<file path="src/rtl/fdc_host_pkg.sv">
package fdc_host_pkg;

    localparam int ADDR_W     = 3;
    localparam int DATA_W     = 8;
    localparam int N_DRIVES   = 4;
    localparam int SEL_W      = $clog2(N_DRIVES);
    localparam int TYPE_W     = 2;
    localparam int RATE_W     = 2;
    localparam int PRECOMP_W  = 3;

    localparam logic [ADDR_W-1:0] OFS_DIGOUT = 3'd2;
    localparam logic [ADDR_W-1:0] OFS_TAPE   = 3'd3;
    localparam logic [ADDR_W-1:0] OFS_STRATE = 3'd4;
    localparam logic [ADDR_W-1:0] OFS_CFGCTL = 3'd7;

    localparam logic [DATA_W-1:0] UNIMPL_BYTE = 8'hFF;

    typedef struct packed {
        logic [RATE_W-1:0]    drr_rate;
        logic [PRECOMP_W-1:0] precomp;
        logic [RATE_W-1:0]    ccr_rate;
        logic                 last_ccr;
    } rate_state_t;

    typedef struct packed {
        logic [SEL_W-1:0] sel;
    } sel_state_t;

    typedef struct packed {
        logic [DATA_W-1:0] rdata;
    } rd_state_t;

endpackage

</file>
<file path="src/rtl/fdc_sel_track.sv">
module fdc_sel_track
    import fdc_host_pkg::*;
(
    input  logic                       clk,
    input  logic                       rst_n,
    input  logic                       sel_wr,
    input  logic [SEL_W-1:0]           sel_wdata,
    input  logic [N_DRIVES*TYPE_W-1:0] cfg_types,
    output logic [SEL_W-1:0]           sel_out,
    output logic [TYPE_W-1:0]          drv_type
);

    sel_state_t st_d, st_q;
    logic [TYPE_W-1:0] fld [N_DRIVES];

    for (genvar g = 0; g < N_DRIVES; g++) begin : g_fld
        assign fld[g] = cfg_types[g*TYPE_W +: TYPE_W];
    end

    always_comb begin
        st_d = st_q;
        if (sel_wr) begin
            st_d.sel = sel_wdata;
        end
    end

    always_ff @(posedge clk) begin
        if (!rst_n) begin
            st_q <= '0;
        end else begin
            st_q <= st_d;
        end
    end

    assign sel_out  = st_q.sel;
    assign drv_type = fld[st_q.sel];


    sel_load_chk: assert property (@(posedge clk) disable iff (!rst_n)
        sel_wr |=> sel_out == $past(sel_wdata));


    sel_hold_chk: assert property (@(posedge clk) disable iff (!rst_n)
        !sel_wr |=> $stable(sel_out));

endmodule

</file>
<file path="src/rtl/fdc_rate_ctl.sv">
module fdc_rate_ctl
    import fdc_host_pkg::*;
(
    input  logic                 clk,
    input  logic                 rst_n,
    input  logic                 drr_wr,
    input  logic                 ccr_wr,
    input  logic [DATA_W-1:0]    wdata,
    output logic [RATE_W-1:0]    rate_code,
    output logic [PRECOMP_W-1:0] precomp_code
);

    localparam int PC_LO = RATE_W;

    rate_state_t st_d, st_q;

    always_comb begin
        st_d = st_q;
        if (drr_wr) begin
            st_d.drr_rate = wdata[RATE_W-1:0];
            st_d.precomp  = wdata[PC_LO +: PRECOMP_W];
            st_d.last_ccr = 1'b0;
        end else if (ccr_wr) begin
            st_d.ccr_rate = wdata[RATE_W-1:0];
            st_d.last_ccr = 1'b1;
        end
    end

    always_ff @(posedge clk) begin
        if (!rst_n) begin
            st_q <= '0;
        end else begin
            st_q <= st_d;
        end
    end

    assign rate_code    = st_q.last_ccr ? st_q.ccr_rate : st_q.drr_rate;
    assign precomp_code = st_q.precomp;


    drr_load_chk: assert property (@(posedge clk) disable iff (!rst_n)
        drr_wr |=> rate_code == $past(wdata[RATE_W-1:0]) &&
                   precomp_code == $past(wdata[PC_LO +: PRECOMP_W]));


    ccr_load_chk: assert property (@(posedge clk) disable iff (!rst_n)
        (ccr_wr && !drr_wr) |=> rate_code == $past(wdata[RATE_W-1:0]) &&
                                $stable(precomp_code));


    rate_hold_chk: assert property (@(posedge clk) disable iff (!rst_n)
        !(drr_wr || ccr_wr) |=> $stable(rate_code) && $stable(precomp_code));

endmodule

</file>
<file path="src/rtl/fdc_status_mux.sv">
module fdc_status_mux
    import fdc_host_pkg::*;
(
    input  logic [DATA_W-1:0]   cfg_misc,
    input  logic [TYPE_W-1:0]   drv_type,
    input  logic [1:0]          cfg_tape_drive,
    input  logic [N_DRIVES-1:0] drv_seek_busy,
    input  logic                core_cmd_busy,
    input  logic                core_nondma_exec,
    input  logic                core_dir_to_host,
    input  logic                core_req_master,
    output logic [DATA_W-1:0]   tape_byte,
    output logic [DATA_W-1:0]   msr_byte
);

    always_comb begin
        tape_byte      = '0;
        tape_byte[7:6] = cfg_misc[5:4];
        tape_byte[5:4] = drv_type;
        tape_byte[3:2] = cfg_misc[7:6];
        tape_byte[1:0] = cfg_tape_drive;
    end

    always_comb begin
        msr_byte                 = '0;
        msr_byte[N_DRIVES-1:0]   = drv_seek_busy;
        msr_byte[4]              = core_cmd_busy;
        msr_byte[5]              = core_nondma_exec;
        msr_byte[6]              = core_dir_to_host;
        msr_byte[7]              = core_req_master;
    end

endmodule

</file>
<file path="src/rtl/fdc_host_regs.sv">
module fdc_host_regs
    import fdc_host_pkg::*;
(
    input  logic        clk,
    input  logic        rst_n,
    input  logic [2:0]  bus_addr,
    input  logic        bus_rd,
    input  logic        bus_wr,
    input  logic [7:0]  bus_wdata,
    output logic [7:0]  bus_rdata,
    input  logic [7:0]  cfg_misc,
    input  logic [7:0]  cfg_drive_types,
    input  logic [1:0]  cfg_tape_drive,
    input  logic [3:0]  drv_seek_busy,
    input  logic        core_cmd_busy,
    input  logic        core_nondma_exec,
    input  logic        core_dir_to_host,
    input  logic        core_req_master,
    output logic [1:0]  rate_code,
    output logic [2:0]  precomp_code
);

    logic              wr_digout, wr_drr, wr_ccr;
    logic [SEL_W-1:0]  sel_cur;
    logic [TYPE_W-1:0] drv_type;
    logic [DATA_W-1:0] tape_byte, msr_byte;
    rd_state_t         rd_d, rd_q;

    assign wr_digout = bus_wr && (bus_addr == OFS_DIGOUT);
    assign wr_drr    = bus_wr && (bus_addr == OFS_STRATE);
    assign wr_ccr    = bus_wr && (bus_addr == OFS_CFGCTL);

    fdc_sel_track u_sel (
        .clk       (clk),
        .rst_n     (rst_n),
        .sel_wr    (wr_digout),
        .sel_wdata (bus_wdata[SEL_W-1:0]),
        .cfg_types (cfg_drive_types),
        .sel_out   (sel_cur),
        .drv_type  (drv_type)
    );

    fdc_rate_ctl u_rate (
        .clk          (clk),
        .rst_n        (rst_n),
        .drr_wr       (wr_drr),
        .ccr_wr       (wr_ccr),
        .wdata        (bus_wdata),
        .rate_code    (rate_code),
        .precomp_code (precomp_code)
    );

    fdc_status_mux u_stat (
        .cfg_misc         (cfg_misc),
        .drv_type         (drv_type),
        .cfg_tape_drive   (cfg_tape_drive),
        .drv_seek_busy    (drv_seek_busy),
        .core_cmd_busy    (core_cmd_busy),
        .core_nondma_exec (core_nondma_exec),
        .core_dir_to_host (core_dir_to_host),
        .core_req_master  (core_req_master),
        .tape_byte        (tape_byte),
        .msr_byte         (msr_byte)
    );

    always_comb begin
        rd_d = rd_q;
        if (bus_rd) begin
            case (bus_addr)
                OFS_TAPE:   rd_d.rdata = tape_byte;
                OFS_STRATE: rd_d.rdata = msr_byte;
                default:    rd_d.rdata = UNIMPL_BYTE;
            endcase
        end
    end

    always_ff @(posedge clk) begin
        if (!rst_n) begin
            rd_q <= '0;
        end else begin
            rd_q <= rd_d;
        end
    end

    assign bus_rdata = rd_q.rdata;


    unimpl_read_ff_chk: assert property (@(posedge clk) disable iff (!rst_n)
        (bus_rd && bus_addr != OFS_TAPE && bus_addr != OFS_STRATE)
            |=> bus_rdata == 8'hFF);


    rdata_hold_chk: assert property (@(posedge clk) disable iff (!rst_n)
        !bus_rd |=> $stable(bus_rdata));


    status_read_chk: assert property (@(posedge clk) disable iff (!rst_n)
        (bus_rd && bus_addr == OFS_STRATE)
            |=> bus_rdata == $past({core_req_master, core_dir_to_host,
                                    core_nondma_exec, core_cmd_busy,
                                    drv_seek_busy}));


    other_wr_ignored_chk: assert property (@(posedge clk) disable iff (!rst_n)
        (bus_wr && bus_addr != OFS_DIGOUT && bus_addr != OFS_STRATE &&
         bus_addr != OFS_CFGCTL)
            |=> $stable(rate_code) && $stable(precomp_code) && $stable(sel_cur));

endmodule

</file>
<file path="config.mk">
export PLATFORM = sky130hd
export DESIGN_NAME = fdc_host_regs
export DESIGN_NICKNAME = d
export VERILOG_FILES = /design/src/rtl/fdc_host_pkg.sv /design/src/rtl/fdc_sel_track.sv /design/src/rtl/fdc_rate_ctl.sv /design/src/rtl/fdc_status_mux.sv /design/src/rtl/fdc_host_regs.sv
export SDC_FILE = /design/constraint.sdc
export NUM_CORES = 1
export LEC_CHECK = 0
export ABC_AREA = 0
export BUFFER_PORTS_ARGS = -buffer_cell sky130_fd_sc_hd__clkbuf_2
export CORE_MARGIN = 2
export CORE_UTILIZATION = 41
export DETAILED_ROUTE_END_ITERATION = 10
export GPL_TIMING_DRIVEN = 0
export PLACE_DENSITY = 0.78
export SLEW_MARGIN = 20
export SYNTH_ARGS = -nofsm -noshare
export SYNTH_HDL_FRONTEND = slang
export SYNTH_SLANG_ARGS = --single-unit
export TNS_END_PERCENT = 50
</file>
<file path="constraint.sdc">
create_clock -name clk -period 1.65 [get_ports clk]
set_input_delay 0.2475 -clock clk [delete_from_list [all_inputs] [get_ports clk]]
set_output_delay 0.2475 -clock clk [all_outputs]
set_load 0.005 [all_outputs]
</file>
==> results of run 1 <==
[cell families after synthesis]
logic type             synth area share (%)
muxes                                  18.7
buffers and inverters                  6.39
DFF                                    42.8
AOI/OAI and AO/OA                      11.9
and+or+nand+nor                        20.2
[metrics by stage]
stage | util [%] | total power [mW] | cell area, um^2
after floorplan | - | 0.540 | 842
after global placement | 56.7 | 0.607 | 1100
after detailed placement | 56.7 | 0.613 | 1100
after CTS | 58.6 | 0.888 | 1140
after global routing | 58.6 | 0.921 | 1140
final | 58.6 | 0.876 | 1140
[worst max-delay path by stage]
stage                                   from                         to  slack [ps]  cells past startpoint
2_1_floorplan  u_sel.sel_out[0]$_SDFFE_PN0P_  bus_rdata[4]$_SDFFE_PN0P_         490                      3
3_3_place_gp                     bus_addr[0]  bus_rdata[4]$_SDFFE_PN0P_         410                      5
3_5_place_dp                     bus_addr[0]  bus_rdata[4]$_SDFFE_PN0P_         380                      5
4_1_cts          u_rate.st_q[0]$_SDFFE_PP0P_               rate_code[1]         260                      2
5_1_grt          u_rate.st_q[0]$_SDFFE_PP0P_               rate_code[0]         220                      2
6_report         u_rate.st_q[0]$_SDFFE_PP0P_               rate_code[1]         270                      2
[where the power goes]
part,internal (mW),total (mW),switching [mW]
logic,0.0778,0.134,0.0567
clock network,0.134,0.273,0.139
registers,0.456,0.468,0.0118
total,0.668,0.876,0.207
[cells in the mapped netlist (2+ instances only)]
master	number	area (um^2)
a21oi_1	2	10.0
and4bb_2	2	25.0
buf_4	4	30.0
clkbuf_1	2	7.51
dfxtp_1	18	360
mux2_2	2	22.5
mux2i_1	9	90.1
mux4_2	2	45.0
nand3b_1	6	45.0
nor2b_1	10	62.6
o21ai_0	2	10.0
o21ai_1	6	30.0
o22ai_1	8	50.1
[worst max-delay path, stage by stage, from the launching register on]
cell and delay [ps]:
dfxtp_1 390, mux2_2 340, clkbuf_2 110
[flip-flops by register name, indices dropped and copies added (netlist names)]
| register | count |
|---|---|
| u_rate.st_q | 5 |
| u_sel.sel_out | 2 |
| u_rate.precomp_code | 3 |
| bus_rdata | 8 |
[layout make-up]
type | count | share of cell area, %
Multi-Input combinational cell | 54 | 37.6
Sequential cell | 18 | 31.7
Timing Repair Buffer | 45 | 19.8
Buffer | 8 | 4.73
Clock buffer | 4 | 3.19
Tap cell | 27 | 2.97
[per-layer routing]
metal | global-route usage (%) | routed length [um]
met1 | 19.9 | 818
met2 | 33.6 | 1040
met3 | 3.07 | 100
met4 | 5.71 | 9
met5 | 0 | 0
==> results.ini, run 1 <==
[global_routing]
grt_start_max_net_pins = 11
antenna_found_initial = 0
grt_pass1_wl_mm = 3.41
grt_pass1_vias = 823
overflow = 0
grtUsageTotal_pct = 17.8

[clock_tree]
cts_tree = yes
cts_max_path_buffers = 2
postCtsSetupBuffers = 0
cts.sinks = 18
post_cts_resized = 0
cts_max_level = 1
cts_root_buf = clkbuf_4
clkTransAtPathRegs_ps = 110
ctsHoldBuffers = 0
clk_latency_ps = 290
cts_buffers = 3

[layout]
nNetsFinal = 171
regArea_um2 = 360
instances_no_fill = 156
area_growth_pct = 35.1
final_cell_mix = clkbuf_2 (45), dfxtp_1 (18), nor2b_1 (10), mux2i_1 (9), o22ai_1 (8)
multi_input_area_um2 = 428
fillCellCount = 186
final_common_cell = clkbuf_2
layout-drive-gt1-share_pct = 48.1
n_antenna_cell = 0

[die]
coreArea_um2 = 1940
initial_core_util_pct = 43.4
die_area_um2 = 2430
die_w_um = 49.3
rows = 16
dieHeight_um = 49.3
pin_count = 54

[yosys]
synth_flop_cell = dfxtp_1
syn_nets = 121
seq_area_frac_synth_pct = 42.8
yosys.cell_types.count = 20
synth_area_per_cell_um2 = 10.5
synth_warnings = 0
synthArstFlopShare_pct = 0
synth_edf_count = 0
synthCells = 80
syn_area_um2 = 842
ys_ff_latch = 18

[timing]
tns_ps = 0
setup_viol = 0
slew_viol_final = 0
rsz0062_at_grt = no
setup_ws_ps = 275
hold_viol = 0
fin_skew_ps = 4.20
fmax_mhz = 727
holdWs_ps = 212
tightest_slew_ps = 394
finalCriticalPeriod_ps = 1380
slew_headroom_pct = 73.7
fin_crit_sh_pct = 83.4

[detailed_routing]
wire_per_inst_um = 12.6
dr.pass1.iters = 4
finalWirelength_mm = 1.97
viasPerCell = 5.14
vias = 802
drt_iter0_drc = 15
drcViolationCount = 0
ant_nets = 0

[place]
routabilityCongestion = 0.767
dp_cells = 152
pre_cts_ws_ps = 378
port-buffer-count = 45
hpwl_mm = 1.58

[hold_path]
hold_class = in -> reg
min_from = bus_wdata[4]
min_to = u_rate.precomp_code[2]$_SDFFE_PN0P_
hold_depth = 3

[critical_path]
crit_arrival_ps = 1130
r2r_slack_ps = 410
crit_path_start_kind = register
r2r_start = u_sel.sel_out[0]$_SDFFE_PN0P_
cp_max_fo = 3
cp-end-kind = primary output
r2r_cells = 3
r2r-end = bus_rdata[5]$_SDFFE_PN0P_
critPathRequiredTime_ps = 1400
timing_worst_setup_path_type = reg -> out

[power_and_ir_drop]
p_leak_nw = 0.515
power.density_nw_per_um2 = 770
peakVddDrop_mv = 0.538

[job]
maxCapViolations = 0

[run_status]
outcome = finished clean

Note: power is estimated with default switching activity, not from simulation.
==> run 2: changes to the inputs <==
--- a/config.mk
+++ b/config.mk
@@ -8,10 +8,10 @@
 export ABC_AREA = 0
 export BUFFER_PORTS_ARGS = -buffer_cell sky130_fd_sc_hd__clkbuf_2
 export CORE_MARGIN = 2
-export CORE_UTILIZATION = 41
+export CORE_UTILIZATION = 37
 export DETAILED_ROUTE_END_ITERATION = 10
 export GPL_TIMING_DRIVEN = 0
-export PLACE_DENSITY = 0.78
+export PLACE_DENSITY = 0.74
 export SLEW_MARGIN = 20
 export SYNTH_ARGS = -nofsm -noshare
 export SYNTH_HDL_FRONTEND = slang
==> constraint.sdc (replaced) <==
create_clock -name clk -period 1.2 [get_ports clk]
set_input_delay 0.18 -clock clk [delete_from_list [all_inputs] [get_ports clk]]
set_output_delay 0.18 -clock clk [all_outputs]
set_load 0.005 [all_outputs]
==> run 2 against run 1 <==
Effect of this change:
- the run now ends with setup timing left
- cell count stayed put
- global-route usage is 1.6 points lower
- combinational power is 41% higher
- routed wire length is 4.8% lower
- worst hold slack worse by 68 ps
- largest cell class unchanged
- clock-buffer cell count is 1 lower
- power is 28% higher
- flip-flop and latch count stayed put
- non-clock buffer count stayed put
- die area is 9.9% higher
- critical path type unchanged
==> results.ini, run 2 (synthesis gave the netlist of run 1 again) <==
[critical_path]
timing_worst_setup_path_type = reg -> out
cp_max_fo = 3  ; unchanged
crit_arrival_ps = 1070  ; -60 ps
crit_path_start_kind = register
critPathRequiredTime_ps = 1020  ; -380 ps
cp-end-kind = primary output
r2r_cells = 3  ; unchanged

[place]
routabilityCongestion = 0.694  ; -9.5%
port-buffer-count = 45  ; unchanged
hpwl_mm = 1.49  ; -5.5%
postPlaceCellArea_um2 = 1100  ; +0.11%

[layout]
final_common_cell = clkbuf_2
layout-drive-gt1-share_pct = 50.8  ; +2.7 points
largest_register_ff_count = 8  ; unchanged
regArea_um2 = 368  ; +2.1%
n_antenna_cell = 0  ; unchanged
fin_util_pct = 52.6  ; -6.0 points
fillCellCount = 203  ; +9.1%
design_area_um2 = 1150  ; +1.3%
nNetsFinal = 171  ; unchanged
final_cell_mix = clkbuf_2 (45), dfxtp_1 (16), nor2b_1 (10), mux2i_1 (9)
area_growth_pct = 36.9
multi_input_area_um2 = 448  ; +4.7%

[timing]
rsz0062_at_grt = yes
fmax_mhz = 798
tightest_slew_ps = 375  ; -19.2 ps
fin_crit_sh_pct = 104
slew_viol_final = 0  ; unchanged
setup_viol = 2  ; +2
hold_viol = 0  ; unchanged
fin_skew_ps = 0.286  ; -3.91 ps
finalCriticalPeriod_ps = 1250
setup_ws_ps = -52.9  ; -328 ps
slew_headroom_pct = 75.0  ; +1.3 points

[clock_tree]
cts_max_path_buffers = 2  ; unchanged
cts_max_level = 1  ; unchanged
cts.sinks = 18  ; unchanged
cts_buffers = 3  ; unchanged
clkTransAtPathRegs_ps = 100  ; about the same
cts_root_buf = clkbuf_4
ctsHoldBuffers = 0  ; unchanged
cts_tree = yes
clk_latency_ps = 290  ; about the same
postCtsSetupBuffers = 0  ; unchanged

[detailed_routing]
ant_nets = 0  ; unchanged
routed-wl-met3_um = 161  ; +61%
vias = 787  ; -1.9%
wire_per_inst_um = 12.0  ; -4.8%
dr.pass1.iters = 2  ; -2
dr.max_layer_used = met4
drt-met1-wl_um = 782  ; -4.4%
drcViolationCount = 0  ; unchanged
met2_length_um = 884  ; -15%
viasPerCell = 5.04  ; -1.9%
finalWirelength_mm = 1.88  ; -4.8%
drt_iter0_drc = 4  ; -11

[die]
coreArea_um2 = 2190  ; +13%
die_w_um = 51.7  ; +4.8%
pin_count = 54  ; unchanged
rows = 17  ; +1
dieHeight_um = 51.7  ; +4.8%
die_area_um2 = 2670  ; +9.9%
initial_core_util_pct = 38.4  ; -4.9 points

[global_routing]
grt_pass1_wl_mm = 3.19  ; -6.5%
grt_pass1_vias = 793  ; -3.6%
grt_start_max_net_pins = 11  ; unchanged
grtUsageTotal_pct = 16.2  ; -1.6 points
antenna_found_initial = 0  ; unchanged
overflow = 0  ; unchanged

[job]
maxCapViolations = 0  ; unchanged

[run_status]
violations = setup timing
outcome = finished, violations left

[hold_path]
hold_class = in -> reg
hold_depth = 3  ; unchanged

[power_and_ir_drop]
peakVddDrop_mv = 0.672  ; +25%
power.density_nw_per_um2 = 976  ; +27%
p_leak_nw = 0.515  ; about the same

==> run 2: cell count changes in the layout (fill, tap and decap cells not counted) <==
| cell | change |
|---|---|
| dfxtp_4 | +2 |
| clkbuf_8 | -1 |
| mux2_4 | +2 |
| o22ai_1 | -2 |
| mux2_2 | -2 |
| o22ai_2 | +2 |
| dfxtp_1 | -2 |
==> run 2: final cells by class <==
type / instances / area share (%)
Multi-Input combinational cell: 54 / 38.9
Sequential cell: 18 / 31.9
Timing Repair Buffer: 45 / 19.5
Buffer: 8 / 4.67
Tap cell: 28 / 3.04
Clock buffer: 3 / 1.95
==> run 2: timing repair <==
action	4_1_cts	5_1_grt
gates resized for setup	6	2
pin swaps	0	1
hold endpoints to repair	0	0
endpoints found under the setup margin	4	3
==> run 2: where the power goes <==
group          leakage, nW  total, mW  switching (mW)  internal [mW]
Combinational        0.352      0.189          0.0790          0.110
Sequential           0.149      0.640          0.0163          0.624
Clock               0.0138      0.296           0.179          0.117
Total                0.515       1.12           0.274          0.850
==> run 2: final timing paths <==
| kind | startpoint | endpoint | slack, ps |
|---|---|---|---|
| max | u_rate.st_q[0]$_SDFFE_PP0P_ | rate_code[1] | -50 |
| min | cfg_misc[4] | bus_rdata[6]$_SDFFE_PN0P_ | 140 |
| max reg2reg | u_sel.sel_out[0]$_SDFFE_PN0P_ | bus_rdata[4]$_SDFFE_PN0P_ | 30 |
| min reg2reg | bus_rdata[0]$_SDFFE_PN0P_ | bus_rdata[0]$_SDFFE_PN0P_ | 490 |
==> run 2: per-layer routing <==
metal,global-route usage (%),vias up
li1,-,394
met1,16.8,356
met2,29.5,33
met3,3.16,4
met4,10.5,0
met5,0,-
==> run 2: critical path: stages, from the launching register on <==
cell and delay [ps]:
dfxtp_4 370, mux2_4 300, clkbuf_2 110
==> run 2: per-stage QoR <==
stage	power, mW	std cells	setup WS [ps]	setup TNS [ps]	hold slack (ps)
finish	1.12	156	-52.9	-103	144
global route	1.19	156	-99.7	-232	159
CTS	1.14	156	-78.7	-151	138
detailed placement	0.840	153	-57.6	-113	454
global placement	0.834	153	-27.7	-45.7	442
floorplan	0.742	80	35.9	0	346
